File: src/rtl/ctb_pkg.sv
package ctb_pkg;
    localparam int BYTE_W     = 8;
    localparam int CH_STRIDE  = 8;
    localparam int OFS_CLKSEL = 1;
    localparam int OFS_AUX    = 4;
    localparam int OFS_PRE_HI = 6;
    localparam int OFS_PRE_LO = 7;
    localparam int OFS_START  = 14;

    localparam logic [3:0] SEL_TIMER  = 4'hD;
    localparam logic [2:0] MODE_TIMER = 3'd6;
endpackage

File: src/rtl/ctb_regs.sv
module ctb_regs
    import ctb_pkg::*;
#(
    parameter int NCH    = 2,
    parameter int ADDR_W = 4,
    parameter int CNT_W  = 16
) (
    input  logic                       clk,
    input  logic                       rst_n,
    input  logic                       bus_wr,
    input  logic                       bus_rd,
    input  logic [ADDR_W-1:0]          bus_addr,
    input  logic [BYTE_W-1:0]          bus_wdata,
    output logic [CNT_W-1:0]           preset,
    output logic [2:0]                 mode,
    output logic                       set_sel,
    output logic [NCH-1:0][3:0]        rx_code,
    output logic [NCH-1:0][3:0]        tx_code,
    output logic                       start_pulse
);
    localparam int HI_W = CNT_W - BYTE_W;
    localparam logic [ADDR_W-1:0] A_AUX   = ADDR_W'(OFS_AUX);
    localparam logic [ADDR_W-1:0] A_HI    = ADDR_W'(OFS_PRE_HI);
    localparam logic [ADDR_W-1:0] A_LO    = ADDR_W'(OFS_PRE_LO);
    localparam logic [ADDR_W-1:0] A_START = ADDR_W'(OFS_START);

    typedef struct packed {
        logic [CNT_W-1:0]             preset;
        logic [BYTE_W-1:0]            aux;
        logic [NCH-1:0][BYTE_W-1:0]   sel;
    } regs_t;

    regs_t r_d, r_q;

    always_comb begin
        r_d = r_q;
        if (bus_wr) begin
            if (bus_addr == A_AUX) r_d.aux = bus_wdata;
            if (bus_addr == A_HI)  r_d.preset[CNT_W-1:BYTE_W] = HI_W'(bus_wdata);
            if (bus_addr == A_LO)  r_d.preset[BYTE_W-1:0] = bus_wdata;
            for (int c = 0; c < NCH; c++) begin
                if (bus_addr == ADDR_W'(c * CH_STRIDE + OFS_CLKSEL)) r_d.sel[c] = bus_wdata;
            end
        end
    end

    always_ff @(posedge clk or negedge rst_n) begin
        if (!rst_n) r_q <= '0;
        else        r_q <= r_d;
    end

    assign start_pulse = bus_rd && (bus_addr == A_START);
    assign preset      = r_q.preset;
    assign mode        = r_q.aux[6:4];
    assign set_sel     = r_q.aux[7];

    for (genvar c = 0; c < NCH; c++) begin : g_code
        assign rx_code[c] = r_q.sel[c][3:0];
        assign tx_code[c] = r_q.sel[c][7:4];
    end
endmodule

File: src/rtl/ctb_counter.sv
module ctb_counter #(
    parameter int CNT_W = 16
) (
    input  logic             clk,
    input  logic             rst_n,
    input  logic             start,
    input  logic             enable,
    input  logic [CNT_W-1:0] preset,
    output logic             rise,
    output logic [CNT_W-1:0] count,
    output logic             running
);
    localparam logic [CNT_W-1:0] MIN_PRESET = CNT_W'(2);

    typedef struct packed {
        logic [CNT_W-1:0] cnt;
        logic             sq;
        logic             run;
    } tmr_t;

    tmr_t s_d, s_q;
    logic [CNT_W-1:0] reload;

    always_comb begin
        reload = ((preset < MIN_PRESET) ? MIN_PRESET : preset) - CNT_W'(1);
        s_d    = s_q;
        rise   = s_q.run && enable && (s_q.cnt == '0) && !s_q.sq && !start;
        if (start) begin
            s_d.cnt = reload;
            s_d.sq  = 1'b0;
            s_d.run = 1'b1;
        end else if (s_q.run && enable) begin
            if (s_q.cnt == '0) begin
                s_d.cnt = reload;
                s_d.sq  = ~s_q.sq;
            end else begin
                s_d.cnt = s_q.cnt - CNT_W'(1);
            end
        end
    end

    always_ff @(posedge clk or negedge rst_n) begin
        if (!rst_n) s_q <= '0;
        else        s_q <= s_d;
    end

    assign count   = s_q.cnt;
    assign running = s_q.run;
endmodule

File: src/rtl/ctb_route.sv
module ctb_route
    import ctb_pkg::*;
#(
    parameter int NCH = 2
) (
    input  logic                clk,
    input  logic                rst_n,
    input  logic                timer_rise,
    input  logic [NCH-1:0]      table_tick,
    input  logic [NCH-1:0][3:0] rx_code,
    input  logic [NCH-1:0][3:0] tx_code,
    output logic [NCH-1:0]      rx_tick,
    output logic [NCH-1:0]      tx_tick
);
    typedef struct packed {
        logic [NCH-1:0] rx;
        logic [NCH-1:0] tx;
    } tick_t;

    tick_t o_d, o_q;
    logic [NCH-1:0] rx_src, tx_src;

    for (genvar c = 0; c < NCH; c++) begin : g_sel
        assign rx_src[c] = (rx_code[c] == SEL_TIMER) ? timer_rise : table_tick[c];
        assign tx_src[c] = (tx_code[c] == SEL_TIMER) ? timer_rise : table_tick[c];
    end

    always_comb begin
        o_d    = o_q;
        o_d.rx = rx_src;
        o_d.tx = tx_src;
    end

    always_ff @(posedge clk or negedge rst_n) begin
        if (!rst_n) o_q <= '0;
        else        o_q <= o_d;
    end

    assign rx_tick = o_q.rx;
    assign tx_tick = o_q.tx;
endmodule

File: src/rtl/ctb_baudgen.sv
module ctb_baudgen
    import ctb_pkg::*;
#(
    parameter int NCH    = 2,
    parameter int ADDR_W = 4,
    parameter int CNT_W  = 16
) (
    input  logic              clk,
    input  logic              rst_n,
    input  logic              bus_wr,
    input  logic              bus_rd,
    input  logic [ADDR_W-1:0] bus_addr,
    input  logic [7:0]        bus_wdata,
    input  logic [NCH-1:0]    table_tick,
    output logic [NCH-1:0]    rx_tick,
    output logic [NCH-1:0]    tx_tick,
    output logic              rate_set
);
    logic [CNT_W-1:0]    preset;
    logic [2:0]          mode;
    logic                start_pulse;
    logic                timer_rise;
    logic                tmr_en;
    logic                tmr_run;
    logic [CNT_W-1:0]    tmr_count;
    logic [NCH-1:0][3:0] rx_code;
    logic [NCH-1:0][3:0] tx_code;

    ctb_regs #(.NCH(NCH), .ADDR_W(ADDR_W), .CNT_W(CNT_W)) u_regs (
        .clk(clk), .rst_n(rst_n), .bus_wr(bus_wr), .bus_rd(bus_rd),
        .bus_addr(bus_addr), .bus_wdata(bus_wdata), .preset(preset),
        .mode(mode), .set_sel(rate_set), .rx_code(rx_code),
        .tx_code(tx_code), .start_pulse(start_pulse)
    );

    assign tmr_en = (mode == MODE_TIMER);

    ctb_counter #(.CNT_W(CNT_W)) u_cnt (
        .clk(clk), .rst_n(rst_n), .start(start_pulse), .enable(tmr_en),
        .preset(preset), .rise(timer_rise), .count(tmr_count), .running(tmr_run)
    );

    ctb_route #(.NCH(NCH)) u_route (
        .clk(clk), .rst_n(rst_n), .timer_rise(timer_rise),
        .table_tick(table_tick), .rx_code(rx_code), .tx_code(tx_code),
        .rx_tick(rx_tick), .tx_tick(tx_tick)
    );
endmodule

File: config.mk
export PLATFORM = sky130hd
export DESIGN_NAME = ctb_baudgen
export DESIGN_NICKNAME = d
export VERILOG_FILES = /design/src/rtl/ctb_pkg.sv /design/src/rtl/ctb_regs.sv /design/src/rtl/ctb_counter.sv /design/src/rtl/ctb_route.sv /design/src/rtl/ctb_baudgen.sv
export SDC_FILE = /design/constraint.sdc
export NUM_CORES = 1
export LEC_CHECK = 0
export BUFFER_PORTS_ARGS = -buffer_cell sky130_fd_sc_hd__buf_2
export CORE_MARGIN = 2
export CORE_UTILIZATION = 54
export DETAILED_ROUTE_END_ITERATION = 12
export PLACE_DENSITY = 0.85
export SLEW_MARGIN = 0
export SYNTH_ARGS = -nofsm -noshare
export SYNTH_HDL_FRONTEND = slang
export SYNTH_SLANG_ARGS = --single-unit
File: constraint.sdc
create_clock -name clk -period 2.64 [get_ports clk]
set_input_delay 0.396 -clock clk [delete_from_list [all_inputs] [get_ports clk]]
set_output_delay 0.396 -clock clk [all_outputs]
set_load 0.01 [all_outputs]
==> summary.md, run 1 <==
| Metric | Value |
|---|---|
| Status | `complete, but fails checks` |
| Failing checks | `negative setup slack` |
| Critical Path Source Type | `flip-flop` |
| Number of diodes | `0` |
| Pwr dens | `718 nW/um2` |
| GRT Total Usage | `25.9%` |
| Largest net degree at the start of global routing | `40` |
| Seq cells post-synth | `58` |
| Initial Utilization | `55.5%` |
| Cell area after synthesis | `3020 um2` |
| First-pass GRT wire length | `12200 um` |
| Detail Route Antenna Nets | `0` |
| Sequential element share of the synthesized area | `48.1%` |
| Crit-path max FO | `5` |
| Final Power | `2620 uW` |
| Placeable Area | `5440 um2` |
| CP endpoint kind | `flip-flop` |
| Fill cell count | `410` |
| WHS | `294 ps` |
| Adder-cell share of the synthesized area | `1.24%` |
| Hold_sp | `table_tick[1]` |
| Syn_area_per_cell | `10.6 um2` |
| Pre-CTS setup slack | `-129 ps` |
| Max_slew headroom | `54.9%` |
| Area of the multi-input gates | `1580 um2` |
| Port Buffers | `22` |
| Final Max Slew Viols | `0` |
| Via count | `2581` |
| Final min period | `2710 ps` |
| Synth cell count leaders | `dfrtp_1 (58), mux2_2 (37), nand2_1 (24)` |
| Number of nets in the layout | `358` |
| Setup-failing EPs final | `2` |
| Max Freq | `370 MHz` |
| Worst R2R End | `u_cnt.count[12]` |
| Distinct cells, synth | `50` |
| WHS Endpoint | `u_route.rx_tick[1]` |
| Sequential cell area | `1450 um2` |
| DIE HEIGHT | `78.7 um` |
| Worst skew pair latency | `340 ps` |
| Max-cap check violation count | `0` |
| Final Hold Viols | `0` |
| Detailed Place HPWL | `5200 um` |
| Largest family of logic cells by synthesized area | `simple AND/OR/NAND/NOR gates` |
| Setup Skew | `8.80 ps` |
| Syn nets | `305` |
| Die area | `6200 um2` |
| Residual DRC | `0` |
| Top_reg_cell synth | `dfrtp_1` |
| Finished layout cell area | `3640 um2` |
| Worst vdd ir | `0.689 mV` |
| First-pass DRT Iterations | `5` |
| Post-DP Area | `3370 um2` |
| Initial antenna violation count | `0` |
| Most common cell in the netlist | `dfrtp_1` |
| Chip width | `78.7 um` |
| Hold WC Path Type | `input port to flip-flop` |
| Crit Path Category | `flip-flop to flip-flop` |
| Final Worst Setup Slack | `-66.0 ps` |
| Ys Warns | `0` |
| Mapped Cells | `284` |
| Io pins | `23` |
| Clock slew at reported path FFs | `70 ps` |
| RSZ-0062 raised after global routing | `yes` |
| Clk sinks | `58` |
| Simple-gate portion of the synthesized area | `21.1%` |
| Clock tree root buffer cell | `clkbuf_8` |
| Reg-to-reg slack, setup | `-70 ps` |
| Area contributors post-synth | `dfrtp_1 (48%), mux2_2 (14%), nor3_1 (3.2%), nand2_1 (3.0%), o21ai_0 (2.8%)` |
| WP data required | `2880 ps` |
| Number of synthesized flops with an enable pin | `0` |
| Routability congestion estimate | `0.969` |
| Largest area contributor in the netlist | `dfrtp_1` |
| TritonCTS clock tree | `built` |
| P_leak | `0.00156 uW` |
| Tcrit/Tclk final | `103%` |
| Hold Crit Depth | `3` |
| Via density | `6.23` |
| Synth Area in Compound Gates | `10.2%` |
| Area grow syn2layout | `20.7%` |
| H-tree depth | `3` |
| Worst r2r src | `u_regs.preset[3]` |
| Critical path arrival | `2950 ps` |
| Post-Synth XOR/XNOR Area | `3.19%` |
| Row count | `27` |
| Async SR Flop Fraction | `100%` |
| Share of layout cells above drive strength 1 | `34.8%` |
| Post-synthesis mux area share | `14.1%` |
| Synth top area share | `48.1%` |
| Total wire length | `7490 um` |
| Num CTS Buffers | `9` |
| Wire per inst | `18.1 um` |
| Worst slew pin tran | `677 ps` |
| Share of the core filled with cells | `67.0%` |
| Reg2reg path depth | `10` |
| Initial DRC count | `173` |
| Clock Path Buffers | `2` |
| Global route total overflow | `0` |
| Vias in the first global route | `2583` |
## what timing repair did
action                                  4_1_cts  5_1_grt
endpoints found under the setup margin        7        7
pin swaps                                     6        4
hold endpoints to repair                      5        0
setup buffers                                 1        2
hold buffers                                  1        0
resized for setup                            11        3
## critical path: stages (launching register included)
cell and delay [ps]:
dfrtp_1 380, or4_4 540, or4_4 430, or2_4 260, nor2b_4 140, ha_4 170
nand2b_4 110, nor4_2 60, buf_4 130, xnor2_1 130, a211oi_1 260
## how the worst max path moves through the flow
stage                          start               to  slack [ps]  cells past startpoint
detailed placement  u_regs.preset[6]   u_cnt.count[8]        -130                     10
floorplan           u_regs.preset[4]   u_cnt.count[4]         -30                     10
global placement    u_regs.preset[6]   u_cnt.count[4]         -20                     10
finish              u_regs.preset[3]  u_cnt.count[12]         -70                     10
CTS                 u_regs.preset[3]   u_cnt.count[8]         -30                     10
global route        u_regs.preset[3]  u_cnt.count[12]         -90                     10
## sequential cells by signal, indices dropped and copies added, names as in the netlist, 2 cells and up
name and cells:
u_cnt.count 16, u_regs.preset 16, u_regs.rx_code 8, u_regs.tx_code 8, u_regs.mode 3, u_route.rx_tick 2, u_route.tx_tick 2
## cell type report
| class | count | area share [%] |
|---|---|---|
| repair buffers | 50 | 8.86 |
| multi-input cells | 210 | 43.3 |
| clock inverters | 6 | 1.20 |
| inverters | 8 | 0.824 |
| well taps | 72 | 2.47 |
| flip-flops and latches | 58 | 39.8 |
| clock buffers | 10 | 3.50 |
## cell usage in the layout (no fill, tap or decap), types with 3 or more instances in the layout
master and n:
dfrtp_1 58, mux2_2 37, buf_4 27, nand2_1 23, buf_2 22, nor3_1 18
o21ai_0 16, nor2_1 15, clkbuf_8 9, inv_1 8, a21oi_1 8, nand4b_1 7
or4_1 6, nand4_1 6, xor2_1 6, nor4_1 4, nand2b_1 4, xnor2_1 4
nand3_1 4, nor4_2 3, and2_1 3, o221ai_1 3, clkinv_4 3
## metrics by stage
stage | std cells | TNS (ps)
after floorplan | 284 | -26.8
after global placement | 394 | -45.5
after detailed placement | 394 | -510
after CTS | 412 | -36.9
after global routing | 414 | -424
final | 414 | -88.5
## report_power, final
| group | total [uW] | switching, uW | internal (uW) |
|---|---|---|---|
| registers | 1220 | 152 | 1070 |
| clock network | 716 | 375 | 341 |
| logic | 678 | 328 | 350 |
## logic make-up after synthesis
logic type               after synthesis
AO/OA/AOI/OAI                         45
XOR/XNOR                              11
adder cells (fa/ha/maj)                3
buffers and inverters                 16
flip-flops                            58
multiplexers                          38
AND/OR/NAND/NOR                      113
## per-layer routing
| layer | share of wire, % | track usage (%) | vias to the layer above | wire [um] |
|---|---|---|---|---|
| met5 | 0 | 0 | - | 0 |
| met4 | 1.5 | 8.25 | 0 | 110 |
| met3 | 6.0 | 6.70 | 16 | 452 |
| met2 | 51 | 44.8 | 104 | 3820 |
| met1 | 41 | 31.6 | 1293 | 3110 |
| li1 | - | - | 1168 | - |
Note: power is estimated with default switching activity, not from simulation.
==> run 2: changes to the inputs <==
Settings changed: CORE_UTILIZATION 54 to 56, CTS_BUF_LIST set to sky130_fd_sc_hd__clkbuf_4, PLACE_DENSITY 0.85 to 0.87.
==> summary.md, run 2 (synthesized netlist as in run 1, its figures left out) <==
| Metric | Value |
|---|---|
| Status | `complete, no violations` |
| Share of layout cells above drive strength 1 | `32.7% (-2.1 points)` |
| Setup TNS | `0 ps (+88.5 ps)` |
| Number of diodes | `0 (unchanged)` |
| First-pass DRT Iterations | `7 (+2)` |
| P_leak | `0.00151 uW (-2.6%)` |
| DIE HEIGHT | `77.4 um (-1.7%)` |
| Worst R2R End | `u_cnt.count[4]` |
| Final Hold Viols | `0 (unchanged)` |
| Residual DRC | `0 (unchanged)` |
| TritonCTS clock tree | `built` |
| Clk sinks | `58 (unchanged)` |
| Worst r2r src | `u_regs.preset[6]` |
| CP Launch Point | `u_regs.preset[6]` |
| Wire per inst | `18.6 um (+2.5%)` |
| CP endpoint kind | `flip-flop` |
| Clock slew at reported path FFs | `100 ps (+30 ps)` |
| Initial DRC count | `154 (-11%)` |
| Max Freq | `379 MHz (+2.6%)` |
| Critical path arrival | `2950 ps (about the same)` |
| Detail Route Antenna Nets | `0 (unchanged)` |
| H-tree depth | `3 (unchanged)` |
| Num CTS Buffers | `9 (unchanged)` |
| Pwr dens | `721 nW/um2 (+0.43%)` |
| Worst skew pair latency | `410 ps (+70 ps)` |
| Tcrit/Tclk final | `99.9% (-2.6 points)` |
| Max_slew headroom | `35.5% (-19 points)` |
| Initial Utilization | `58.7% (+3.2 points)` |
| Die area | `5990 um2 (-3.4%)` |
| Max-cap check violation count | `0 (unchanged)` |
| Hold WC Path Type | `input port to asynchronous set/reset pin` |
| Via density | `6.29 (+0.94%)` |
| Vias in the first global route | `2450 (-5.1%)` |
| Reg2reg path depth | `10 (unchanged)` |
| Number of nets in the layout | `353 (-1.4%)` |
| Reg-to-reg slack, setup | `2 ps (+70 ps)` |
| Via count | `2555 (-1.0%)` |
| CTS Hold Bufs | `0 (-1)` |
| Final min period | `2640 ps (-67.6 ps)` |
| Crit-path max FO | `5 (unchanged)` |
| WP data required | `2950 ps (+70 ps)` |
| Io pins | `23 (unchanged)` |
| Crit Path Category | `flip-flop to flip-flop` |
| Area grow syn2layout | `18.2%` |
| Clock tree root buffer cell | `clkbuf_4` |
| Most frequent cells in the layout | `dfrtp_1 (58), mux2_2 (37), nand2_1 (23), buf_4 (23), buf_2 (22)` |
| Clock Path Buffers | `2 (unchanged)` |
| Setup-failing EPs final | `0 (-2)` |
| Row count | `26 (-3.7%)` |
| Critical Path Source Type | `flip-flop` |
| Most common cell after layout, fill and taps aside | `dfrtp_1` |
| Total wire length | `7530 um (+0.53%)` |
| Setup Skew | `13.1 ps (+4.28 ps)` |
| Placeable Area | `5140 um2 (-5.5%)` |
| Worst vdd ir | `0.536 mV (-22%)` |
| Initial antenna violation count | `0 (unchanged)` |
| First-pass GRT wire length | `12100 um (-0.57%)` |
| Crit path to | `u_cnt.count[4]` |
| Share of the core filled with cells | `69.4% (+2.4 points)` |
| Detailed Place HPWL | `5390 um (+3.7%)` |
| Largest net degree at the start of global routing | `45 (+13%)` |
| Routability congestion estimate | `0.939 (-3.1%)` |
| GRT Total Usage | `26.4% (+0.58 points)` |
| Port Buffers | `22 (unchanged)` |
| RSZ-0062 raised after global routing | `yes` |
| Worst slew pin tran | `967 ps (+291 ps)` |
| Final Max Slew Viols | `0 (unchanged)` |
| Chip width | `77.4 um (-1.7%)` |
| Global route total overflow | `0 (unchanged)` |
## run 2: cell count changes in the layout (fill, tap and decap cells not counted), sizes merged
| cell | before | now |
|---|---|---|
| dlygate4sd3 | 1 | 0 |
| clkinvlp | 1 | 2 |
| clkinv | 5 | 2 |
| clkbuf | 10 | 9 |
| bufinv | 0 | 2 |
| buf | 49 | 45 |
## run 2: cell type report
class / count / area (um2)
inverter: 8 / 30.0
multi-input combinational: 210 / 1560
fill: 391 / 1570
tap: 70 / 87.6
clock buffer: 9 / 67.6
clock inverter: 6 / 82.6
timing repair buffer: 45 / 283
sequential: 58 / 1450
## run 2: metal layers
layer  track usage [%]  part of all wire, %  vias up
met4              9.29                  2.7        0
met3              8.14                  6.0       20
met2              43.0                   51      112
met5                 0                    0        -
met1              33.6                   40     1259
li1                  -                    -     1164
## run 2: worst min path at each step
stage	depth (start not counted)	slack (ps)	to	start
finish	1	130	u_cnt.count[9]	rst_n
global route	1	190	u_cnt.count[3]	rst_n
CTS	1	160	u_cnt.count[9]	rst_n
detailed placement	1	470	u_cnt.running	u_cnt.running
global placement	1	460	u_cnt.running	u_cnt.running
floorplan	0	100	u_cnt.count[0]	rst_n
## run 2: through the flow
stage / hold slack, ps / std cells / setup WS, ps / cell area, um2 / power, uW
floorplan: 100 / 284 / -26.8 / 3020 / 1570
global placement: 457 / 390 / -28.2 / 3350 / 1780
detailed placement: 472 / 390 / -130 / 3350 / 1830
CTS: 158 / 406 / -7.68 / 3540 / 2560
global route: 194 / 406 / -116 / 3570 / 2700
finish: 130 / 406 / 1.59 / 3570 / 2570
## run 2: critical path, cell delays in order, from the launching register on
cell and delay (ps):
dfrtp_1 390, or4_4 530, or4_4 430, or2_4 260, nor2b_4 140, ha_4 170
nand2b_4 110, nor2_1 60, xnor2_1 120, nand2_1 70, a32o_1 260
## run 2: what timing repair did
item                                    4_1_cts  5_1_grt
hold endpoints to repair                      0        0
endpoints found under the setup margin        7        7
pin swaps                                     5        4
buffers inserted                              1        0
gates resized for setup                       6        6
## run 2: power breakdown
group,total [uW],switching (uW),internal (uW)
Combinational,644,316,328
Clock,701,329,372
Sequential,1230,159,1070
Total,2570,804,1770
==> run 3: changes to the inputs <==
--- a/config.mk
+++ b/config.mk
@@ -8,8 +8,8 @@
 export BUFFER_PORTS_ARGS = -buffer_cell sky130_fd_sc_hd__buf_2
 export CORE_MARGIN = 2
-export CORE_UTILIZATION = 56
+export CORE_UTILIZATION = 62
 export CTS_BUF_LIST = sky130_fd_sc_hd__clkbuf_4
 export DETAILED_ROUTE_END_ITERATION = 12
-export PLACE_DENSITY = 0.87
+export PLACE_DENSITY = 0.91
 export SLEW_MARGIN = 0
 export SYNTH_ARGS = -nofsm -noshare
==> constraint.sdc (replaced) <==
create_clock -name clk -period 3 [get_ports clk]
set_input_delay 0.45 -clock clk [delete_from_list [all_inputs] [get_ports clk]]
set_output_delay 0.45 -clock clk [all_outputs]
set_load 0.1 [all_outputs]
==> summary.md, run 3 (synthesized netlist as in run 1, its figures left out) <==
| Metric | Value |
|---|---|
| Initial Utilization | `64.3% (+5.6 points)` |
| GRT Total Usage | `27.3% (+0.87 points)` |
| Fill cell count | `334 (-15%)` |
| Total wire length | `6830 um (-9.4%)` |
| Reg2reg path depth | `10 (unchanged)` |
| Placeable Area | `4690 um2 (-8.7%)` |
| Sequential cell area | `1450 um2 (unchanged)` |
| Pwr dens | `641 nW/um2 (-11%)` |
| Worst slew pin tran | `944 ps (-23.4 ps)` |
| Hold WC Path Type | `input port to asynchronous set/reset pin` |
| Share of layout cells above drive strength 1 | `27.4% (-5.4 points)` |
| Routability congestion estimate | `0.985 (+4.9%)` |
| Initial DRC count | `201 (+31%)` |
| Dpl cells | `356 (-8.7%)` |
| Die area | `5440 um2 (-9.2%)` |
| Max Freq | `347 MHz (-8.5%)` |
| Port Buffers | `22 (unchanged)` |
| First-pass GRT wire length | `10900 um (-10%)` |
| Row count | `25 (-3.8%)` |
| Area of the multi-input gates | `1520 um2 (-2.6%)` |
| Worst R2R End | `u_cnt.count[6]` |
| Wire per inst | `18.3 um (-1.1%)` |
| Critical path arrival | `3210 ps (+260 ps)` |
| Detailed Place HPWL | `4880 um (-9.5%)` |
| Setup-failing EPs final | `0 (unchanged)` |
| Via count | `2431 (-4.9%)` |
| Highest-delay cell along the critical path | `or4_4` |
| Share of the core filled with cells | `71.2% (+1.8 points)` |
| WP data required | `3330 ps (+380 ps)` |
| Finished layout cell area | `3340 um2 (-6.3%)` |
| Layout Cells excl Fill | `372 (-8.4%)` |
| First-pass DRT Iterations | `6 (-1)` |
| Critical Path Source Type | `flip-flop` |
| Final Power | `2140 uW (-17%)` |
| Worst skew pair latency | `400 ps (about the same)` |
| Number of nets in the layout | `335 (-5.1%)` |
| Final Max Slew Viols | `0 (unchanged)` |
| P_leak | `0.00141 uW (-7.1%)` |
| Crit Path Category | `flip-flop to flip-flop` |
| Post-DP Area | `3190 um2 (-4.8%)` |
| Crit path buffers/inverters | `0 (unchanged)` |
| Setup Skew | `10.7 ps (-2.36 ps)` |
| Via density | `6.53 (+3.8%)` |
| Clock Path Buffers | `2 (unchanged)` |
| Critical Path Max Stage Delay | `570 ps (+40 ps)` |
| H-tree depth | `3 (unchanged)` |
| Max-cap check violation count | `0 (unchanged)` |
| Max_slew headroom | `36.5% (+1.0 points)` |
| Largest net degree at the start of global routing | `34 (-24%)` |
| Clk sinks | `58 (unchanged)` |
| Area grow syn2layout | `10.7%` |
| Io pins | `23 (unchanged)` |
| CP Launch Point | `u_regs.preset[6]` |
| Status | `complete, no violations` |
| Critical path, cell by cell | `or4_4, or4_1, or2_4, nand2_1, ha_1, nand2b_4, nor4_2, xor2_1, mux2i_1, o21ai_1` |
| Worst vdd ir | `0.460 mV (-14%)` |
| Final min period | `2880 ps (+244 ps)` |
| Crit path depth | `10 (unchanged)` |
| Clock tree root buffer cell | `clkbuf_4` |
| Residual DRC | `0 (unchanged)` |
| Reg-to-reg slack, setup | `120 ps (+120 ps)` |
| Crit-path max FO | `5 (unchanged)` |
| Num CTS Buffers | `9 (unchanged)` |
| TritonCTS clock tree | `built` |
| Detail Route Antenna Nets | `0 (unchanged)` |
| Most frequent cells in the layout | `dfrtp_1 (58), mux2_2 (37), nand2_1 (24)` |
| Crit path max-delay family | `simple AND/OR/NAND/NOR gates` |
| Worst r2r src | `u_regs.preset[6]` |
| Final Hold Viols | `0 (unchanged)` |
| Vias in the first global route | `2235 (-8.8%)` |
| Initial antenna violation count | `0 (unchanged)` |
| Number of diodes | `0 (unchanged)` |
| Chip width | `73.8 um (-4.7%)` |
| CP endpoint kind | `flip-flop` |
| DIE HEIGHT | `73.8 um (-4.7%)` |
| CTS Hold Bufs | `0 (unchanged)` |
| Most common cell after layout, fill and taps aside | `dfrtp_1` |
| Clock slew at reported path FFs | `100 ps (about the same)` |
| Tcrit/Tclk final | `96.1% (-3.9 points)` |
| Global route total overflow | `0 (unchanged)` |
run 3: area by class of cell:
type / count / share of cell area (%)
Clock buffer: 10 / 2.25
Multi-Input combinational cell: 210 / 45.6
Timing Repair Buffer: 27 / 4.42
Clock inverter: 5 / 1.39
Sequential cell: 58 / 43.4
Tap cell: 54 / 2.02
Inverter: 8 / 0.899
run 3: worst max path at each step:
stage / endpoint
global placement: u_cnt.count[8]
global route: u_cnt.count[6]
detailed placement: u_cnt.count[8]
CTS: u_cnt.count[8]
finish: u_cnt.count[6]
floorplan: u_cnt.count[8]
run 3: stage by stage:
| stage | worst slack, ps | hold slack [ps] | TNS, ps |
|---|---|---|---|
| floorplan | 306 | 154 | 0 |
| global placement | 168 | 456 | 0 |
| detailed placement | 83.8 | 460 | 0 |
| CTS | 62.6 | 57.8 | 0 |
| global route | -19.4 | 71.7 | -19.4 |
| finish | 118 | 48.0 | 0 |
run 3: routing by layer:
layer  global-route usage [%]  wire (um)
met1                     36.0       2890
met2                     43.5       3330
met3                     6.31        452
met4                     11.3        147
met5                        0          0
run 3: timing repair:
item | 4_1_cts | 5_1_grt
resized for setup | 0 | 4
endpoints found under the setup margin | 0 | 5
setup buffers | 0 | 1
run 3: report_power, final:
part,total [uW],leakage [uW],internal [uW],switching [uW]
registers,1090,0.000690,940,152
clock network,530,0.0000688,250,280
logic,518,0.000649,235,283
